## config.mk

```make
export PLATFORM = sky130hd
export DESIGN_NAME = bitlogic_unit
export DESIGN_NICKNAME = d
export VERILOG_FILES = /design/src/rtl/lu_pkg.sv /design/src/rtl/lu_compute.sv /design/src/rtl/lu_flags.sv /design/src/rtl/bitlogic_unit.sv
export SDC_FILE = /design/constraint.sdc
export NUM_CORES = 1
export LEC_CHECK = 0
export ABC_CLOCK_PERIOD_IN_PS = 900
export BUFFER_PORTS_ARGS = -buffer_cell sky130_fd_sc_hd__buf_2
export CORE_MARGIN = 2
export CORE_UTILIZATION = 56
export CTS_CLUSTER_SIZE = 40
export DETAILED_ROUTE_END_ITERATION = 7
export PLACE_DENSITY = 0.83
export SLEW_MARGIN = 20
export SYNTH_ARGS = -nofsm -noshare
export SYNTH_HDL_FRONTEND = slang
export SYNTH_SLANG_ARGS = --single-unit
```

## constraint.sdc

```tcl
create_clock -name clk -period 0.9 [get_ports clk]
set_input_delay 0.27 -clock clk [delete_from_list [all_inputs] [get_ports clk]]
set_output_delay 0.27 -clock clk [all_outputs]
set_load 0.005 [all_outputs]
```

## src/rtl/lu_pkg.sv

```systemverilog
package lu_pkg;

    typedef enum logic [2:0] {
        LU_AND  = 3'd0,
        LU_OR   = 3'd1,
        LU_XOR  = 3'd2,
        LU_TEST = 3'd3,
        LU_NOT  = 3'd4,
        LU_NEG  = 3'd5
    } lu_op_e;

    typedef struct packed {
        logic cf;
        logic of;
        logic zf;
        logic sf;
        logic pf;
    } lu_flags_t;

    function automatic logic lu_op_legal(input logic [2:0] op);
        return op <= 3'd5;
    endfunction

endpackage

```

## src/rtl/lu_compute.sv

```systemverilog
module lu_compute #(
    parameter int DW  = 32,
    parameter int SZW = 2
) (
    input  logic [2:0]     op,
    input  logic [SZW-1:0] size,
    input  logic [DW-1:0]  a,
    input  logic [DW-1:0]  b,
    output logic [DW-1:0]  res,
    output logic [DW-1:0]  a_m
);
    import lu_pkg::*;

    localparam int NSEL = 1 << SZW;

    logic [DW-1:0] masks [NSEL];

    for (genvar i = 0; i < NSEL; i++) begin : g_mask
        localparam int W = ((8 << i) > DW) ? DW : (8 << i);
        assign masks[i] = {DW{1'b1}} >> (DW - W);
    end

    logic [DW-1:0] mask;
    logic [DW-1:0] raw;

    always_comb begin
        mask = masks[size];
        a_m  = a & mask;
        unique case (op)
            LU_AND, LU_TEST: raw = a & b;
            LU_OR:           raw = a | b;
            LU_XOR:          raw = a ^ b;
            LU_NOT:          raw = ~a;
            LU_NEG:          raw = -a;
            default:         raw = '0;
        endcase
        res = raw & mask;
    end

endmodule

```

## src/rtl/lu_flags.sv

```systemverilog
module lu_flags #(
    parameter int DW  = 32,
    parameter int SZW = 2
) (
    input  logic [2:0]         op,
    input  logic [SZW-1:0]     size,
    input  logic [DW-1:0]      res,
    input  logic [DW-1:0]      a_m,
    output lu_pkg::lu_flags_t  flags
);
    import lu_pkg::*;

    localparam int NSEL = 1 << SZW;

    logic [DW-1:0] msbs [NSEL];

    for (genvar i = 0; i < NSEL; i++) begin : g_msb
        localparam int W = ((8 << i) > DW) ? DW : (8 << i);
        assign msbs[i] = {{(DW-1){1'b0}}, 1'b1} << (W - 1);
    end

    logic [DW-1:0] msb;

    always_comb begin
        msb      = msbs[size];
        flags.zf = (res == '0);
        flags.sf = |(res & msb);
        flags.pf = ~^res[7:0];
        if (op == LU_NEG) begin
            flags.cf = (a_m != '0);
            flags.of = (a_m == msb);
        end else begin
            flags.cf = 1'b0;
            flags.of = 1'b0;
        end
    end

endmodule

```

## src/rtl/bitlogic_unit.sv

```systemverilog
module bitlogic_unit #(
    parameter int DW  = 32,
    parameter int SZW = 2
) (
    input  logic           clk,
    input  logic           rst_n,
    input  logic           valid_i,
    input  logic [2:0]     op_i,
    input  logic [SZW-1:0] size_i,
    input  logic [DW-1:0]  a_i,
    input  logic [DW-1:0]  b_i,
    output logic [DW-1:0]  result_o,
    output logic           wr_en_o,
    output logic           cf_o,
    output logic           of_o,
    output logic           zf_o,
    output logic           sf_o,
    output logic           pf_o
);
    import lu_pkg::*;

    typedef struct packed {
        logic [DW-1:0] res;
        logic          wr;
        lu_flags_t     fl;
    } state_t;

    state_t state_d, state_q;

    logic [DW-1:0] res_c;
    logic [DW-1:0] a_m_c;
    lu_flags_t     flags_c;

    lu_compute #(.DW(DW), .SZW(SZW)) u_compute (
        .op   (op_i),
        .size (size_i),
        .a    (a_i),
        .b    (b_i),
        .res  (res_c),
        .a_m  (a_m_c)
    );

    lu_flags #(.DW(DW), .SZW(SZW)) u_flags (
        .op    (op_i),
        .size  (size_i),
        .res   (res_c),
        .a_m   (a_m_c),
        .flags (flags_c)
    );

    always_comb begin
        state_d    = state_q;
        state_d.wr = 1'b0;
        if (valid_i && lu_op_legal(op_i)) begin
            state_d.res = res_c;
            state_d.wr  = (op_i != LU_TEST);
            if (op_i != LU_NOT) begin
                state_d.fl = flags_c;
            end
        end
    end

    always_ff @(posedge clk or negedge rst_n) begin
        if (!rst_n) begin
            state_q <= '0;
        end else begin
            state_q <= state_d;
        end
    end

    assign result_o = state_q.res;
    assign wr_en_o  = state_q.wr;
    assign cf_o     = state_q.fl.cf;
    assign of_o     = state_q.fl.of;
    assign zf_o     = state_q.fl.zf;
    assign sf_o     = state_q.fl.sf;
    assign pf_o     = state_q.fl.pf;

endmodule

```

==> results of run 1 <==
[cell usage after synthesis (7+ instances only)]
cell,number
a22o_1,19
ha_1,69
xnor2_1,22
dfrtp_1,38
nand2_1,37
a21oi_1,22
a221oi_1,9
nor2_1,42
a211oi_1,12
a2bb2oi_1,7
inv_1,71
nand2b_1,14
mux2i_1,15
nor3_1,16
mux2_2,7
o21ai_0,25
nand4_1,15
nor4_1,18
clkbuf_1,27
[metrics by stage]
| step | TNS, ns | cell area (um2) | instances | hold WS (ns) |
|---|---|---|---|---|
| after floorplan | -33.79 | 5105 | 593 | -0.02559 |
| after global placement | -45.74 | 6922 | 955 | 0.2448 |
| after detailed placement | -47.65 | 6922 | 955 | 0.2475 |
[cells by family after synthesis]
| logic type | after synthesis | share of synthesized area [%] |
|---|---|---|
| and+or+nand+nor | 184 | 20.79 |
| AOI/OAI and AO/OA | 150 | 23.04 |
| buffers and inverters | 107 | 8.772 |
| adders and majority gates | 69 | 18.23 |
| DFF | 38 | 20.08 |
| xor gates and xnor gates | 23 | 4.254 |
| muxes | 22 | 4.835 |
==> summary.txt, run 1 <==
Outcome
  • Outcome: aborted with a tool error
  • Exit stage: clock tree synthesis (4_1_cts)
  • Tool error: [ERROR DPL-0038] Utilization greater than 100%, impossible to legalize

Yosys
  • Distinct cells, synth: 68
  • Syn_area_per_cell: 7.986 um2
  • Yosys warnings: 0
  • Area of the mapped netlist: 4736 um2
  • Register area share after synthesis: 20.08%
  • Main synth FF type: dfrtp_1
  • Yosys reg bits: 38
  • Area contributors post-synth: dfrtp_1 (20%), ha_1 (18%), inv_1 (5.6%)
  • Post-synth EDFFs: 0
  • Synth area leader: dfrtp_1
  • Synthesized Nets: 734
  • Synth top area share: 20.08%
  • Mapped Cells: 593
  • Asr flop ratio synth: 100.0%

Place
  • Port Buffers: 109
  • DP Worst Slack: -1.920 ns
  • HPWL Detailed: 15.37 mm
  • Placer Congestion: 1.037

CTS
  • Setup bufs post-CTS: 60
  • Clock Sinks: 38
  • Clk buf depth: 2
  • Hold_buf cts: 1
  • H-tree depth: 2
  • CTS buffer count: 5
  • CTS resizes: 175
  • Root Buffer: clkbuf_8

Floorplan
  • Row cnt: 33
  • # IOs: 110
  • Initial Utilization: 57.64%
  • DIE WIDTH: 95.96 um
  • Die Span Y: 95.96 um
==> run 2, diff against run 1 <==
- CORE_UTILIZATION: 56 -> 40
- CTS_CLUSTER_SIZE: 40 -> not set
- PLACE_DENSITY: 0.83 -> not set
- PLACE_DENSITY_LB_ADDON: not set -> 0.15
==> run 2 against run 1 <==
  * The flow now finishes, with violations (setup timing)
  * Synthesized area unchanged
  * Synthesized cell count unchanged
==> summary.txt, run 2 <==
Yosys
  • Register area share after synthesis: 20.08%
  • Post-synth top cells: inv_1 (71), ha_1 (69), nor2_1 (42)
  • Post-Synth Simple-Gate Area: 20.79%
  • Yosys reg bits: 38
  • Post-synthesis compound-gate area fraction: 23.04%
  • Syn_area_per_cell: 7.986 um2
  • Main synth FF type: dfrtp_1
  • Post-synthesis adder-cell area fraction: 18.23%
  • Area of the mapped netlist: 4736 um2
  • Synthesized Nets: 734
  • Asr flop ratio synth: 100.0%
  • Proportion of synthesized area in mux cells: 4.835%
  • Area contributors post-synth: dfrtp_1 (20%), ha_1 (18%), inv_1 (5.6%)
  • Largest family of logic cells by synthesized area: compound AO/OA/AOI/OAI gates
  • Synth top area share: 20.08%
  • Post-synth EDFFs: 0
  • Synth Area in XOR/XNOR: 4.254%
  • Mapped Cells: 593
  • Distinct cells, synth: 68
  • Synth area leader: dfrtp_1
  • Yosys warnings: 0
  • Most common cell in the netlist: inv_1

Outcome
  • Failing checks: setup timing
  • Outcome: finished, violations left

Timing
  • Setup TNS: -44.20 ns
  • Setup Skew: 0 ns
  • Tmin final: 2.567 ns
  • Unrepaired setup endpoints after global routing: true
  • Worst setup margin: -1.667 ns
  • Slew Limit Fails: 0
  • Final setup viols: 75
  • Fin crit share: 285.2%
  • Peak Freq: 0.3896 GHz
  • Max-slew headroom: 65.46%
  • Final hold vios: 0
  • Slew @ Worst Pin: 0.5126 ns

Floorplan
  • Initial Utilization: 41.30%
  • Die Span Y: 112.8 um
  • Die area: 12730 um2
  • Core Area: 11470 um2
  • DIE WIDTH: 112.8 um
  • # IOs: 110
  • Row cnt: 39

Critical path
  • Reg2reg end: result_o[29]
  • Worst setup path start: a_i[2]
  • R2R Setup Slk: -0.07 ns
  • Setup CP Type: primary input to register
  • CP max stage delay: 0.55 ns
  • Setup crit end kind: register
  • CP Max Fanout: 7
  • Slowest CP cell: or4_4
  • Crit path to: zf_o
  • R2R depth: 3
  • Worst EP arrival: 2.78 ns
  • CP most frequent cell: buf_4
  • Worst path required time: 1.11 ns
  • Critical Path Start Type: primary input
  • Reg2reg start: result_o[29]
  • CP cell instances: buf_6 > or4_4 > buf_4 > buf_12 > nor4_4 > buf_4 > a31oi_1 > a311o_1 > nor4_1 > and4_1 > a32o_1

Finish
  • Util after Layout: 74.88%
  • Share of cells above drive strength 1: 53.27%
  • Max FFs per register: 32
  • Diode count: 0
  • Commonest non-fill, non-tap cell in the layout: buf_4
  • Area Overhead vs Synth: 81.32%
  • Nets: 1074
  • Commonest cells after routing, fill and taps aside: buf_4 (216), buf_2 (96), inv_1 (67), ha_1 (62), nor2_1 (39)

Place
  • Port Buffers: 109
  • DP Worst Slack: -1.931 ns
  • Placer Congestion: 0.9474
  • HPWL Detailed: 15.25 mm

CTS
  • Worst-Skew Late Latency: 0.27 ns
  • TritonCTS clock tree: yes
  • Root Buffer: clkbuf_16
  • Clock Sinks: 38
  • Clk buf depth: 2
  • Clock-pin slew on the worst setup and hold paths: 0.05 ns
  • H-tree depth: 2
  • CTS buffer count: 5

GRT
  • Vias in the first global route: 5939
  • Initial antenna violation count: 0
  • Tot GR Track Use: 31.15%
  • First-pass GRT wire length: 31.60 mm
  • Grt ovf: 0
  • Largest net degree at the start of global routing: 41

Detailed routing
  • Wire per inst: 18.94 um
  • Via count: 5959
  • Detail Route Antenna Nets: 0
  • Starting DRT DRC Count: 441
  • First-pass DRT Iterations: 5
  • Final WL: 20.38 mm
  • DR vias/cell: 5.538
  • DRC Markers: 0

Hold path
  • Hold Crit Class: register to register

Power
  • Leakage power: 0.004413 uW
  • Pwr Total: 7685 uW
  • Power per cell area: 895.0 nW/um2
  • VDD IR-drop max: 1425 uV

Run
  • Max-cap violations: 0
run 2: cell counts after synthesis:
Identical to the previous run, type by type.
run 2: routing by layer:
layer / vias up / global-route usage [%] / share of wire (%)
li1: 2836 / - / -
met1: 2870 / 42.33 / 44
met2: 225 / 53.61 / 48
met3: 28 / 4.017 / 6.1
met4: 0 / 5.691 / 1.9
met5: - / 0 / 0
run 2: worst min path at each step:
stage                      startpoint          end  slack, ns  cells after the start
after floorplan                 rst_n         cf_o      -0.03                      0
after global placement          rst_n  result_o[5]       0.25                      2
after detailed placement        rst_n  result_o[6]       0.25                      2
after CTS                 result_o[2]  result_o[2]       0.48                      2
after global routing      result_o[7]  result_o[7]       0.51                      2
final                     result_o[0]  result_o[0]       0.47                      2
run 2: worst max-delay path: cells and delay by family:
family / cells / cell delay [ns]
and+or+nand+nor: 4 / 1.34
buffers and inverters: 4 / 0.60
AOI/OAI and AO/OA: 3 / 0.57
run 2: timing repair:
action                                  in CTS  in global routing
endpoints found under the setup margin      75                 75
endpoints found under the hold margin       38                  0
pin swaps                                   66                 42
buffers inserted                            61                 34
resized for setup                          143                 39
cloned                                       1                  0
hold buffers                                 1                  0
run 2: area by class of cell:
type,instances,area [um2]
Sequential cell,38,950.9
Inverter,71,276.5
Multi-Input combinational cell,448,4155
Tap cell,143,178.9
Clock inverter,2,10.01
Clock buffer,5,125.1
Timing Repair Buffer,369,2890
Fill cell,821,2880
run 2: cell families (layout without fill, tap and decap cells):
| family | Yosys count | after routing |
|---|---|---|
| and+or+nand+nor | 184 | 184 |
| AOI/OAI and AO/OA | 150 | 150 |
| buffers and inverters | 107 | 447 |
| adders and majority gates | 69 | 69 |
| DFF | 38 | 38 |
| xor gates and xnor gates | 23 | 23 |
| muxes | 22 | 22 |
run 2: per-stage QoR:
stage / area [um2] / hold slack (ns) / instances
2_1_floorplan: 5105 / -0.02559 / 593
3_3_place_gp: 7012 / 0.2462 / 997
3_5_place_dp: 7012 / 0.2482 / 997
4_1_cts: 8175 / 0.4846 / 1051
5_1_grt: 8587 / 0.5115 / 1076
6_report: 8587 / 0.4731 / 1076
run 2: power by group:
group,internal (uW),switching [uW],total [uW]
Sequential,1920,114,2040
Clock,999,640,1640
Combinational,2140,1870,4010
(Power assumes the default switching activity.)
